File: src/rtl/bsd_pkg.sv
package bsd_pkg;
  typedef struct packed {
    logic clear;        // new scan begins: reset accumulators
    logic dataValid;    // rdData holds a bin this cycle
    logic countBin;     // bin index is non-zero: add to total
    logic checkValley;  // bin index >= 2: previous bin may be tested
    logic finish;       // last bin absorbed: publish results
  } ctlStrobes_t;
endpackage

File: src/rtl/bsd_control.sv
module bsd_control
  import bsd_pkg::*;
#(
  parameter int NUM_BINS = 128,
  parameter int IDX_W    = $clog2(NUM_BINS)
) (
  input  logic              clk,
  input  logic              rst_n,
  input  logic              start,
  output logic              rdEn,
  output logic [IDX_W-1:0]  rdAddr,
  output logic [IDX_W-1:0]  dataIdx,
  output ctlStrobes_t       strobes
);
  localparam logic [IDX_W-1:0] LAST_IDX = IDX_W'(NUM_BINS - 1);

  typedef enum logic [1:0] {ST_IDLE, ST_READ, ST_DRAIN} scanState_t;

  scanState_t       state;
  logic [IDX_W-1:0] addrQ;
  logic             validQ;
  logic [IDX_W-1:0] idxQ;
  logic             finishQ;

  assign rdEn   = (state == ST_READ);
  assign rdAddr = addrQ;
  assign dataIdx = idxQ;

  always_ff @(posedge clk or negedge rst_n) begin
    if (!rst_n) begin
      state <= ST_IDLE;
      addrQ <= '0;
    end else begin
      case (state)
        ST_IDLE: if (start) begin
          state <= ST_READ;
          addrQ <= '0;
        end
        ST_READ: begin
          if (addrQ == LAST_IDX) state <= ST_DRAIN;
          else addrQ <= addrQ + IDX_W'(1);
        end
        ST_DRAIN: if (finishQ) state <= ST_IDLE;
        default: state <= ST_IDLE;
      endcase
    end
  end

  always_ff @(posedge clk or negedge rst_n) begin
    if (!rst_n) begin
      validQ  <= 1'b0;
      idxQ    <= '0;
      finishQ <= 1'b0;
    end else begin
      validQ  <= rdEn;
      idxQ    <= addrQ;
      finishQ <= validQ && (idxQ == LAST_IDX);
    end
  end

  always_comb begin
    strobes.clear       = (state == ST_IDLE) && start;
    strobes.dataValid   = validQ;
    strobes.countBin    = validQ && (idxQ != '0);
    strobes.checkValley = validQ && (idxQ > IDX_W'(1));
    strobes.finish      = finishQ;
  end

  // reads advance one bin per cycle while the scan is active
  p_addr_step_r2: assert property (@(posedge clk) disable iff (!rst_n)
    rdEn && $past(rdEn) |-> rdAddr == $past(rdAddr) + IDX_W'(1));

  // read requests are not interrupted before the last bin
  p_read_burst_r2: assert property (@(posedge clk) disable iff (!rst_n)
    rdEn && (rdAddr != LAST_IDX) |=> rdEn);

  // a start pulse in mid-scan does not restart the address sequence
  p_busy_start_r9: assert property (@(posedge clk) disable iff (!rst_n)
    rdEn && start && (rdAddr != LAST_IDX) |=> rdAddr != '0);
endmodule

File: src/rtl/bsd_datapath.sv
module bsd_datapath
  import bsd_pkg::*;
#(
  parameter int CNT_W = 16,
  parameter int IDX_W = 7,
  parameter int SUM_W = CNT_W + IDX_W
) (
  input  logic              clk,
  input  logic              rst_n,
  input  ctlStrobes_t       strobes,
  input  logic [IDX_W-1:0]  dataIdx,
  input  logic [CNT_W-1:0]  rdData,
  output logic              done,
  output logic              thrValid,
  output logic [IDX_W-1:0]  thrIdx,
  output logic [SUM_W-1:0]  burstSum,
  output logic [SUM_W-1:0]  totalSum,
  output logic              burstFlag
);
  logic [CNT_W-1:0] prevBin;
  logic [CNT_W-1:0] curBin;
  logic [SUM_W-1:0] totalAcc;
  logic [SUM_W-1:0] belowAcc;   // population of bins 1..thr-1
  logic             foundQ;
  logic [IDX_W-1:0] thrQ;
  logic             isValley;
  logic [SUM_W-1:0] burstNext;
  logic             flagNext;

  assign isValley = strobes.checkValley && !foundQ &&
                    (curBin < prevBin) && (curBin <= rdData);

  always_comb begin
    burstNext = foundQ ? (totalAcc - belowAcc) : '0;
    flagNext  = foundQ && ({burstNext, 1'b0} > {1'b0, totalAcc});
  end

  always_ff @(posedge clk or negedge rst_n) begin
    if (!rst_n) begin
      prevBin  <= '0;
      curBin   <= '0;
      totalAcc <= '0;
      belowAcc <= '0;
      foundQ   <= 1'b0;
      thrQ     <= '0;
    end else if (strobes.clear) begin
      totalAcc <= '0;
      belowAcc <= '0;
      foundQ   <= 1'b0;
      thrQ     <= '0;
    end else if (strobes.dataValid) begin
      prevBin <= curBin;
      curBin  <= rdData;
      if (strobes.countBin) totalAcc <= totalAcc + SUM_W'(rdData);
      if (isValley) begin
        foundQ   <= 1'b1;
        thrQ     <= dataIdx - IDX_W'(1);
        belowAcc <= totalAcc - SUM_W'(curBin);
      end
    end
  end

  always_ff @(posedge clk or negedge rst_n) begin
    if (!rst_n) begin
      done      <= 1'b0;
      thrValid  <= 1'b0;
      thrIdx    <= '0;
      burstSum  <= '0;
      totalSum  <= '0;
      burstFlag <= 1'b0;
    end else begin
      done <= strobes.finish;
      if (strobes.finish) begin
        thrValid  <= foundQ;
        thrIdx    <= thrQ;
        burstSum  <= burstNext;
        totalSum  <= totalAcc;
        burstFlag <= flagNext;
      end
    end
  end

  // done lasts a single cycle
  p_done_pulse_r8: assert property (@(posedge clk) disable iff (!rst_n)
    done |=> !done);

  // the flag is never raised without a threshold
  p_flag_thr_r7: assert property (@(posedge clk) disable iff (!rst_n)
    burstFlag |-> thrValid);

  // the burst population is part of the total population
  p_burst_bounded_r6: assert property (@(posedge clk) disable iff (!rst_n)
    done |-> burstSum <= totalSum);

  // published results move only together with done
  p_hold_r10: assert property (@(posedge clk) disable iff (!rst_n)
    !$stable(burstSum) || !$stable(totalSum) || !$stable(thrIdx) |-> done);

  // the running total never wraps while bins are added
  p_no_overflow_r11: assert property (@(posedge clk) disable iff (!rst_n)
    strobes.countBin && !strobes.clear |=> totalAcc >= $past(totalAcc));
endmodule

File: src/rtl/burst_share_detector.sv
module burst_share_detector
  import bsd_pkg::*;
#(
  parameter int NUM_BINS = 128,
  parameter int CNT_W    = 16,
  localparam int IDX_W   = $clog2(NUM_BINS),
  localparam int SUM_W   = CNT_W + IDX_W
) (
  input  logic              clk,
  input  logic              rst_n,
  input  logic              start,
  output logic              rdEn,
  output logic [IDX_W-1:0]  rdAddr,
  input  logic [CNT_W-1:0]  rdData,
  output logic              done,
  output logic              thrValid,
  output logic [IDX_W-1:0]  thrIdx,
  output logic [SUM_W-1:0]  burstSum,
  output logic [SUM_W-1:0]  totalSum,
  output logic              burstFlag
);
  ctlStrobes_t      strobes;
  logic [IDX_W-1:0] dataIdx;

  bsd_control #(.NUM_BINS(NUM_BINS), .IDX_W(IDX_W)) control_i (
    .clk     (clk),
    .rst_n   (rst_n),
    .start   (start),
    .rdEn    (rdEn),
    .rdAddr  (rdAddr),
    .dataIdx (dataIdx),
    .strobes (strobes)
  );

  bsd_datapath #(.CNT_W(CNT_W), .IDX_W(IDX_W), .SUM_W(SUM_W)) datapath_i (
    .clk       (clk),
    .rst_n     (rst_n),
    .strobes   (strobes),
    .dataIdx   (dataIdx),
    .rdData    (rdData),
    .done      (done),
    .thrValid  (thrValid),
    .thrIdx    (thrIdx),
    .burstSum  (burstSum),
    .totalSum  (totalSum),
    .burstFlag (burstFlag)
  );
endmodule

File: config.mk
export PLATFORM = sky130hd
export DESIGN_NAME = burst_share_detector
export DESIGN_NICKNAME = d
export VERILOG_FILES = /design/src/rtl/bsd_pkg.sv /design/src/rtl/bsd_control.sv /design/src/rtl/bsd_datapath.sv /design/src/rtl/burst_share_detector.sv
export SDC_FILE = /design/constraint.sdc
export NUM_CORES = 1
export LEC_CHECK = 0
export ABC_AREA = 1
export BUFFER_PORTS_ARGS = -buffer_cell sky130_fd_sc_hd__buf_2
export CELL_PAD_IN_SITES_DETAIL_PLACEMENT = 1
export CELL_PAD_IN_SITES_GLOBAL_PLACEMENT = 1
export CORE_MARGIN = 3
export CORE_UTILIZATION = 45
export DETAILED_ROUTE_END_ITERATION = 16
export PLACE_DENSITY = 0.78
export REMOVE_ABC_BUFFERS = 1
export SLEW_MARGIN = 20
export SYNTH_ARGS = -nofsm -noshare
export SYNTH_HDL_FRONTEND = slang
export SYNTH_SLANG_ARGS = --single-unit
File: constraint.sdc
create_clock -name clk -period 3.94 [get_ports clk]
set_input_delay 0.394 -clock clk [delete_from_list [all_inputs] [get_ports clk]]
set_output_delay 0.394 -clock clk [all_outputs]
set_load 0.05 [all_outputs]
Yosys cells after proc, flatten, opt, wreduce, memory -nomap -nowiden
Index checks and enable logic that the tools add are counted.
- add/subtract/negate cells: 5
- $mul: 0
- divide/modulo/power cells: 0
- order comparisons: 4
- eq/ne operators: 8
- shift operators: 0
- mux-type cells: 20
- bitwise gates (word level): 1
- reductions and logical operators: 20
- operators with widths (operator ; count):
    23-bit two-way mux ; 7
    7-bit two-way mux ; 5
    24-bit by 23-bit greater-than comparator with 1-bit output ; 1
    23-bit by 16-bit adder with 23-bit output ; 1
    23-bit by 16-bit subtractor with 23-bit output ; 1
    23-bit subtractor ; 1
    16-bit less-or-equal comparator ; 1
    16-bit less-than comparator ; 1
    7-bit == test, second input constant ; 2
    7-bit one-hot mux with 2 select lines ; 1
    1-bit logical AND ; 8
    2-bit nonzero test ; 4
    7-bit by 1-bit adder with 7-bit output, second input constant ; 1
    7-bit by 1-bit greater-than comparator with 1-bit output, second input constant ; 1
    7-bit nonzero test ; 1
    7-bit by 1-bit subtractor with 7-bit output, second input constant ; 1
    2-bit two-way mux ; 3
    2-bit inequality test, second input constant ; 3
    2-bit one-hot mux with 3 select lines ; 1
    2-bit AND reduction ; 3
    3-bit AND reduction ; 2
    1-bit two-way mux ; 3
    2-bit by 1-bit == test with 1-bit output, second input constant ; 1
    2-bit == test, second input constant ; 1
    other kinds (4) ; 4
- register bits: 160
- latch bits: 0
- bits in writable memories: 0
- bits in read-only memories: 0
- output and inout port bits: 64
- word-level logic and storage cells: 75
- memories: 0

Logic depth before layout (Yosys ltp)
Gate-level depths: netlist of the first run.
- depth in word-level cells: 8
- depth in mapped cells: 32
- gate-level depth less buffers: 32

Modules after synthesis
From an unflattened synthesis of the first run, not the netlist that was laid out.
- cells, all modules: 1420
- area, all modules: 10750.3 um2
- by module, submodules not included (module ; times used ; cells an instance ; area each (um2)):
    bsd_datapath ; 1 ; 1337 ; 9924.5
    bsd_control ; 1 ; 83 ; 825.8

Least setup slack after synthesis of the first run
No wires, ideal clock.
- path kind: reg-to-reg
- from: register datapath_i.totalAcc[0]
- to: register datapath_i.burstFlag
- setup time: 0.118 ns
- arrival: 3.028 ns
- required time: 3.822 ns
- slack: 0.795 ns
- stages on the path, launching flop included: 29
- period minus slack after synthesis: 3.145 ns
- cells stage by stage: dfrtp_1 inv_1 ha_1 inv_1 fa_1 nand2_2 nand2_1 o21ai_2 o21ai_4 nand2_2 nand2_2 nand3_1 nand2_1 or2_2 nand3_1 inv_1 ha_1 a21oi_1 nor2_1 a211oi_1 nand2_1 nand2_1 nand2_1 nand2_1 nand2_1 nand2_1 nand2_1 nand2_1 nand2_1
- longest elaborated chain between the ends: 4
- ends and longest elaborated chain (element ; line ; text):
    start: declaration ; bsd_datapath.sv:22 ; logic [SUM_W-1:0] totalAcc;
    start signal: assignment ; bsd_datapath.sv:54 ; if (strobes.countBin) totalAcc <= totalAcc + SUM_W'(rdData);
    23-bit subtractor ; bsd_datapath.sv:34 ; burstNext = foundQ ? (totalAcc - belowAcc) : '0;
    23-bit two-way mux ; bsd_datapath.sv:34 ;
    via datapath_i.burstNext[16] ; bsd_datapath.sv:27 ; logic [SUM_W-1:0] burstNext;
    24-bit by 23-bit greater-than comparator with 1-bit output ; bsd_datapath.sv:35 ; flagNext = foundQ && ({burstNext, 1'b0} > {1'b0, totalAcc});
    1-bit logical AND ; bsd_datapath.sv:35 ;
    end signal: assignment ; bsd_datapath.sv:78 ; burstFlag <= flagNext;
    end: declaration ; bsd_datapath.sv:18 ; output logic burstFlag
The timed path passes the listed nets, and every way through them passes these cells.
A chain may end at the register's enable or synchronous reset.

Final worst setup path of the first run
Same ends and word-level chain as after synthesis.

==> metrics.log, run 1 <==
INFO  metric grt_pass1_vias = between 10000 and 15000
INFO  metric hold_viol = 0
INFO  metric layout_common_cells = sky130_fd_sc_hd__nand2_1, sky130_fd_sc_hd__inv_1, sky130_fd_sc_hd__dfrtp_1, sky130_fd_sc_hd__o21ai_0, sky130_fd_sc_hd__a21oi_1
INFO  metric grt_setup_unrepaired = no
INFO  metric global_route.overflow_total = 0
INFO  metric cts.repair_timing.setup_buffer_count = 0
INFO  metric yosys.area_share.xor_xnor = 2.280%
INFO  metric timing_worst_slew_pin_value = just under 800 ps
INFO  metric outcome = finished, final reports clean
INFO  metric flow.area_growth_from_synthesis = 12.48%
INFO  metric postSynthAreaPerCell = roughly 7.6 um^2
INFO  metric r2r_endpoint = datapath_i.burstFlag
INFO  metric cts_tree = built
INFO  metric core = 0.02305 mm^2
INFO  metric die_area = 0.02579 mm^2
INFO  metric gpl.final_weighted_congestion = about 0.95
INFO  metric crit_buf_inv = 4
INFO  metric worst_slew_margin_rel = 47.09%
INFO  metric worst_clock_skew = approximately 12 ps
INFO  metric clk_path_buf_depth = 2
INFO  metric timing_max_transition_violations_final = 0
INFO  metric hp-class = input pin to register
INFO  metric initial_utilization = 46.66%
INFO  metric ys_warn_count = 0
INFO  metric dpl.hpwl = approximately 25000 um
INFO  metric clkSlewWorstSetupHoldPaths = 70 ps
INFO  metric synth_area = ~0.011 mm^2
INFO  metric critical-path-top-delay-family = simple AND/OR/NAND/NOR gates
INFO  metric port_buffers = just over 80
INFO  metric cap_violations = 0
INFO  metric drc_errors = 0
INFO  metric reg2reg_from = datapath_i.totalAcc[0]
INFO  metric postSynth.asyncResetShare = 100.0%
INFO  metric ant_nets = 0
INFO  metric crit_arrival = between 3000 and 4000 ps
INFO  metric grt_antenna_before_repair = 0
INFO  metric die_h = approximately 160 um
INFO  metric maximum_number_of_pins_on_one_net_before_global_route_repair = 73
INFO  metric synth.mux.area_fraction = 0%
INFO  metric cts_max_level = 4
INFO  metric worstSetupStartpoint = datapath_i.totalAcc[0]
INFO  metric simple_logic_cell_fraction_of_the_synthesized_area = about a quarter
INFO  metric floorplan.die.width = 160.6 um
INFO  metric regToRegSetupSlack = about 280 ps
INFO  metric num_antenna_cells = 0
INFO  metric ys_seq_area_share = between 30% and 40%
INFO  metric detail_route.iter0.violations = approximately 570
INFO  metric ys_ff_latch = 160
INFO  metric number_of_cells_after_detailed_placement = about 1800
INFO  metric netlist_instances = roughly 1400
INFO  metric tritoncts.num_buffers = 17
INFO  metric final.period_utilization = between 90% and 100%
INFO  metric startpoint_class_of_the_critical_path = register
INFO  metric cp.depth = 26
INFO  metric reg2regPathDepth = 26
INFO  metric boundaryPins = slightly above 80
INFO  metric setup.worst_path.end_class = register
INFO  metric main_combinational_cell_family_by_area_after_synthesis = simple AND/OR/NAND/NOR gates
INFO  metric grt_pass1_wl = between 50000 and 60000 um
INFO  metric synth_top_flop_cell = sky130_fd_sc_hd__dfrtp_1
INFO  metric achievable-frequency = between 200 and 300 MHz
INFO  metric layout.cells.most_common = sky130_fd_sc_hd__nand2_1
INFO  metric critical-path-top-cell-by-count = sky130_fd_sc_hd__nand2_1
INFO  metric wire_per_inst = between 15 and 20 um
INFO  metric source_of_the_worst_hold_timing_path = rdData[1]
INFO  metric slowest_delay = a little over 400 ps
INFO  metric timing.critical_path.required = 4270 ps
INFO  metric detail_route.wirelength = 32400 um
INFO  metric clk_latency = around 440 ps
INFO  metric timing.setup.tns = 0 ps
INFO  metric worst-path-max-fanout = 5
INFO  metric synth_compound_gate_area_share = between 10% and 20%
INFO  metric cts.sink_count = 160
INFO  metric fin_crit = roughly 3700 ps
INFO  metric adder_cell_fraction_of_synth_area = a little over an eighth
INFO  metric synth.distinct_cells = 52
INFO  metric dr_total_vias = 10000
INFO  metric globalRouteTotalUtil = between 20% and 30%
INFO  metric final_layout_size_suffix_gt1_share = 11.02%
INFO  metric final-instance-count-excl-fill = approximately 1800
INFO  metric detail_route.first_pass.iterations = 7
INFO  metric synth-edff-count = 0
INFO  metric root_buffer = sky130_fd_sc_hd__clkbuf_16
INFO  metric report.final.setup_viol = 0
INFO  metric critical_path_class = register to register
INFO  metric via_per_inst = ~5.5
INFO  metric nNetsFinal = 1637
INFO  metric site_row_count = 55
INFO  metric worstSetupEndpoint = datapath_i.burstFlag
INFO  metric worst_path_cell_with_the_longest_stage_delay = sky130_fd_sc_hd__fa_2
## metal layers
layer,track usage [%],wire [um]
met3,2.837,1073
met5,0,0
met2,42.35,15220
met4,7.456,855
met1,34.57,15250
## registers in the layout, indices dropped and copies added (netlist names)
register	count
datapath_i.burstFlag	1
datapath_i.totalAcc	23
datapath_i.thrQ	7
datapath_i.totalSum	23
datapath_i.done	1
datapath_i.foundQ	1
control_i.rdAddr	7
control_i.state	2
control_i.finishQ	1
datapath_i.curBin	16
datapath_i.thrIdx	7
control_i.dataIdx	7
datapath_i.belowAcc	23
datapath_i.prevBin	16
datapath_i.thrValid	1
datapath_i.burstSum	23
control_i.validQ	1
## synth_stat cells, types with 2 or more instances
cell type                    n  area share, %
sky130_fd_sc_hd__a211oi_1    5           0.35
sky130_fd_sc_hd__a21o_1      6           0.42
sky130_fd_sc_hd__a21oi_1   114            5.3
sky130_fd_sc_hd__a21oi_2     2           0.16
sky130_fd_sc_hd__a31oi_1     2           0.12
sky130_fd_sc_hd__buf_2      13           0.60
sky130_fd_sc_hd__clkbuf_1   19           0.66
sky130_fd_sc_hd__clkinv_1    3           0.10
sky130_fd_sc_hd__dfrtp_1   160             37
sky130_fd_sc_hd__fa_1        3           0.56
sky130_fd_sc_hd__ha_1      112             13
sky130_fd_sc_hd__inv_1     175            6.1
sky130_fd_sc_hd__inv_2       4           0.14
sky130_fd_sc_hd__nand2_1   360             13
sky130_fd_sc_hd__nand2_2    11           0.64
sky130_fd_sc_hd__nand3_1    89            4.1
sky130_fd_sc_hd__nand3_2     2           0.19
sky130_fd_sc_hd__nand4_1    15           0.87
sky130_fd_sc_hd__nor2_1    102            3.6
sky130_fd_sc_hd__nor2_2      2           0.12
sky130_fd_sc_hd__nor2_4      3           0.31
sky130_fd_sc_hd__nor3_1     16           0.74
sky130_fd_sc_hd__nor4_1      2           0.12
sky130_fd_sc_hd__o211ai_1    3           0.21
sky130_fd_sc_hd__o21a_1      6           0.42
sky130_fd_sc_hd__o21ai_0   117            5.4
sky130_fd_sc_hd__o21ai_1    11           0.51
sky130_fd_sc_hd__o21ai_2     5           0.41
sky130_fd_sc_hd__o21ai_4     2           0.30
sky130_fd_sc_hd__o21bai_1    5           0.35
sky130_fd_sc_hd__o22ai_1     7           0.41
sky130_fd_sc_hd__or2_2       2           0.12
sky130_fd_sc_hd__xnor2_1     7           0.57
sky130_fd_sc_hd__xor2_1     21            1.7
## logic make-up after synthesis
logic type / Yosys count
simple gates: 610
compound gates: 294
buf+inv: 217
fa+ha+maj: 115
flops: 160
xor+xnor: 28
## how the worst min path moves through the flow
stage	end	slack, ps	cells after the start
after floorplan	control_i.dataIdx[0]	100	0
after global placement	control_i.dataIdx[6]	390	0
after detailed placement	control_i.dataIdx[6]	400	0
after CTS	datapath_i.curBin[1]	210	3
after global routing	datapath_i.curBin[5]	250	3
final	datapath_i.curBin[1]	220	3
## worst register-to-register path: stages, from the launching register on
cell and delay, ps:
sky130_fd_sc_hd__dfrtp_1 390, sky130_fd_sc_hd__inv_1 160, sky130_fd_sc_hd__ha_1 180, sky130_fd_sc_hd__inv_1 80, sky130_fd_sc_hd__fa_2 410, sky130_fd_sc_hd__nand2_2 90
sky130_fd_sc_hd__nand2_1 60, sky130_fd_sc_hd__o21ai_2 100, sky130_fd_sc_hd__o21ai_4 110, sky130_fd_sc_hd__nand2_2 90, sky130_fd_sc_hd__nand2_2 60, sky130_fd_sc_hd__nand3_1 70
sky130_fd_sc_hd__nand2_1 70, sky130_fd_sc_hd__nand2_1 100, sky130_fd_sc_hd__nand3_1 90, sky130_fd_sc_hd__nand3_2 100, sky130_fd_sc_hd__inv_1 50, sky130_fd_sc_hd__ha_1 290
sky130_fd_sc_hd__nand2_1 60, sky130_fd_sc_hd__inv_1 70, sky130_fd_sc_hd__nand2_1 120, sky130_fd_sc_hd__nor3_1 350, sky130_fd_sc_hd__nand4_1 200, sky130_fd_sc_hd__nand2_1 110
sky130_fd_sc_hd__nand2_1 50, sky130_fd_sc_hd__nand2_1 60, sky130_fd_sc_hd__nand2_1 50
## cell type report
cell class                      instances  area (um^2)
Clock inverter                         13        127.6
Fill cell                            2949        10950
Timing Repair Buffer                   95        529.3
Clock buffer                           18        439.2
Multi-Input combinational cell       1047         5924
Tap cell                              313        391.6
Sequential cell                       160         4004
Inverter                              182        683.2
## stage by stage
step	util, %	setup slack [ps]	hold slack (ps)	area [um^2]
2_1_floorplan	-	170.9	98.41	10600
3_3_place_gp	49.97	383.4	390.4	11520
3_5_place_dp	49.97	254.0	400.1	11520
4_1_cts	52.47	237.5	209.7	12100
5_1_grt	52.48	15.21	247.1	12100
6_report	52.48	278.2	215.1	12100
## repair_timing
item,CTS,global route
endpoints found under the hold margin,19,0
hold buffers,1,0
setup endpoints to repair,0,1
gates resized for setup,0,1
Power of run 1 is left out: the tool's default activity adds up to more than one toggle a clock period on the data nets, which glitch-free logic cannot reach.
==> run 2: changes to the inputs <==
--- a/config.mk
+++ b/config.mk
@@ -12,6 +12,7 @@
 export CORE_MARGIN = 3
 export CORE_UTILIZATION = 45
 export DETAILED_ROUTE_END_ITERATION = 16
+export GPL_TIMING_DRIVEN = 0
 export PLACE_DENSITY = 0.78
 export REMOVE_ABC_BUFFERS = 1
 export SLEW_MARGIN = 20
==> run 2 against run 1 <==
Compared with the run above:
- worst hold slack gained 18 ps
- largest cell class unchanged
- setup slack better by 110 ps
- critical endpoint unchanged
- critical path type unchanged
- critical path depth increased by 2
==> metrics.log, run 2 (synthesis gave the netlist of run 1 again) <==
INFO  metric outcome = finished, final reports clean
INFO  metric timing_worst_slew_pin_value = between 800 and 900 ps
INFO  metric ant_nets = 0
INFO  metric final.period_utilization = 90.04%
INFO  metric core = ~0.023 mm^2
INFO  metric hold_viol = 0
INFO  metric report.final.setup_viol = 0
INFO  metric timing.setup.tns = 0 ps
INFO  metric maximum_number_of_pins_on_one_net_before_global_route_repair = 84
INFO  metric detail_route.first_pass.iterations = 5
INFO  metric critical-path-top-cell-by-count = sky130_fd_sc_hd__nand2_1
INFO  metric layout_common_cells = sky130_fd_sc_hd__nand2_1, sky130_fd_sc_hd__inv_1, sky130_fd_sc_hd__dfrtp_1, sky130_fd_sc_hd__o21ai_0, sky130_fd_sc_hd__a21oi_1
INFO  metric wire_per_inst = about 17 um
INFO  metric source_of_the_worst_hold_timing_path = rdData[0]
INFO  metric setup.worst_path.end_class = register
INFO  metric die_h = between 150 and 200 um
INFO  metric dpl.hpwl = roughly 25000 um
INFO  metric cap_violations = 0
INFO  metric nNetsFinal = 1632
INFO  metric via_per_inst = between 5 and 6
INFO  metric final-instance-count-excl-fill = about 1800
INFO  metric number_of_cells_after_detailed_placement = between 1500 and 2000
INFO  metric worst_path_cell_with_the_longest_stage_delay = sky130_fd_sc_hd__fa_2
INFO  metric worstSetupStartpoint = datapath_i.totalAcc[0]
INFO  metric tritoncts.num_buffers = 17
INFO  metric worst_slew_margin_rel = between 40 and 50%
INFO  metric fin_crit = approximately 3500 ps
INFO  metric critical_path_class = register to register
INFO  metric worst-path-max-fanout = 5
INFO  metric grt_pass1_wl = roughly 52000 um
INFO  metric grt_setup_unrepaired = no
INFO  metric cts_tree = built
INFO  metric clkSlewWorstSetupHoldPaths = about 70 ps
INFO  metric detail_route.wirelength = around 31000 um
INFO  metric crit_arrival = 3880 ps
INFO  metric timing.critical_path.required = around 4300 ps
INFO  metric achievable-frequency = approximately 280 MHz
INFO  metric postLayoutCoreUtil = 52.78%
INFO  metric slowest_delay = approximately 420 ps
INFO  metric global_route.overflow_total = 0
INFO  metric clk_latency = approximately 430 ps
INFO  metric timing_max_transition_violations_final = 0
INFO  metric initial_utilization = between 40% and 50%
INFO  metric gpl.final_weighted_congestion = 0.8943
INFO  metric dr_total_vias = around 10000
INFO  metric worstSetupEndpoint = datapath_i.burstFlag
INFO  metric drc_errors = 0
INFO  metric hp-class = input pin to register
INFO  metric worst_clock_skew = 11.57 ps
INFO  metric detail_route.iter0.violations = approximately 450
INFO  metric flow.area_growth_from_synthesis = 13.12%
INFO  metric boundaryPins = 83
INFO  metric num_antenna_cells = 0
INFO  metric startpoint_class_of_the_critical_path = register
INFO  metric port_buffers = about 80
INFO  metric root_buffer = sky130_fd_sc_hd__clkbuf_16
INFO  metric final_layout_size_suffix_gt1_share = 11.05%
INFO  metric cts_max_level = 4
INFO  metric layout.cells.most_common = sky130_fd_sc_hd__nand2_1
INFO  metric cts.sink_count = 160
INFO  metric clk_path_buf_depth = 2
INFO  metric reg2regPathDepth = 28
INFO  metric globalRouteTotalUtil = 24.81%
INFO  metric grt_antenna_before_repair = 0
INFO  metric reg2reg_from = datapath_i.totalAcc[0]
INFO  metric floorplan.die.width = 160.6 um
INFO  metric site_row_count = between 50 and 60
INFO  metric regToRegSetupSlack = around 390 ps
INFO  metric die_area = about 0.026 mm^2
INFO  metric r2r_endpoint = datapath_i.burstFlag
INFO  metric grt_pass1_vias = ~10000
[run 2: how the worst min path moves through the flow]
stage                              to  slack [ps]  cells after the start
2_1_floorplan    control_i.dataIdx[0]         100                      0
3_3_place_gp     control_i.dataIdx[6]         380                      0
3_5_place_dp   datapath_i.burstSum[1]         320                      1
4_1_cts          datapath_i.curBin[0]         220                      3
5_1_grt          datapath_i.curBin[5]         240                      3
6_report         datapath_i.curBin[0]         230                      3
[run 2: per-layer routing]
layer  part of all wire (%)  track usage, %  wire length [um]  vias to the layer above
met3                    2.7           2.992               843                       26
met1                     48           33.48             15030                     4825
li1                       -               -                 -                     4845
met2                     48           43.12             15240                      129
met4                    1.0           5.010               330                        0
met5                      0               0                 0                        -
[run 2: worst max-delay path: cells and delay by family (launching register included)]
kind            cells  cell delay, ps
buf+inv             3             250
compound gates      4             510
flops               1             390
simple gates       18            1390
fa+ha+maj           3             890
[run 2: cell type report]
type	instances	area [um^2]
fill	2891	10890
multi-input combinational	1047	5939
sequential	160	4005
inverter	182	685.7
timing repair buffer	90	543.0
clock buffer	18	429.2
tap	313	391.6
clock inverter	14	173.9
[run 2: timing repair]
item                                    CTS  global route
hold buffers                              1             0
buffers inserted                          0             4
hold endpoints to repair                 44             0
endpoints found under the setup margin    0             1
resized for setup                         0             4
[run 2: per-stage QoR]
stage	hold WS [ps]	setup slack [ps]	cell area, um^2
final	233.0	392.2	12170
after global routing	239.7	13.99	12170
after CTS	217.3	21.35	12130
after detailed placement	321.0	32.99	11520
after global placement	381.9	-1655	11400
after floorplan	98.41	170.9	10600
Power of run 2 is left out for the same reason.
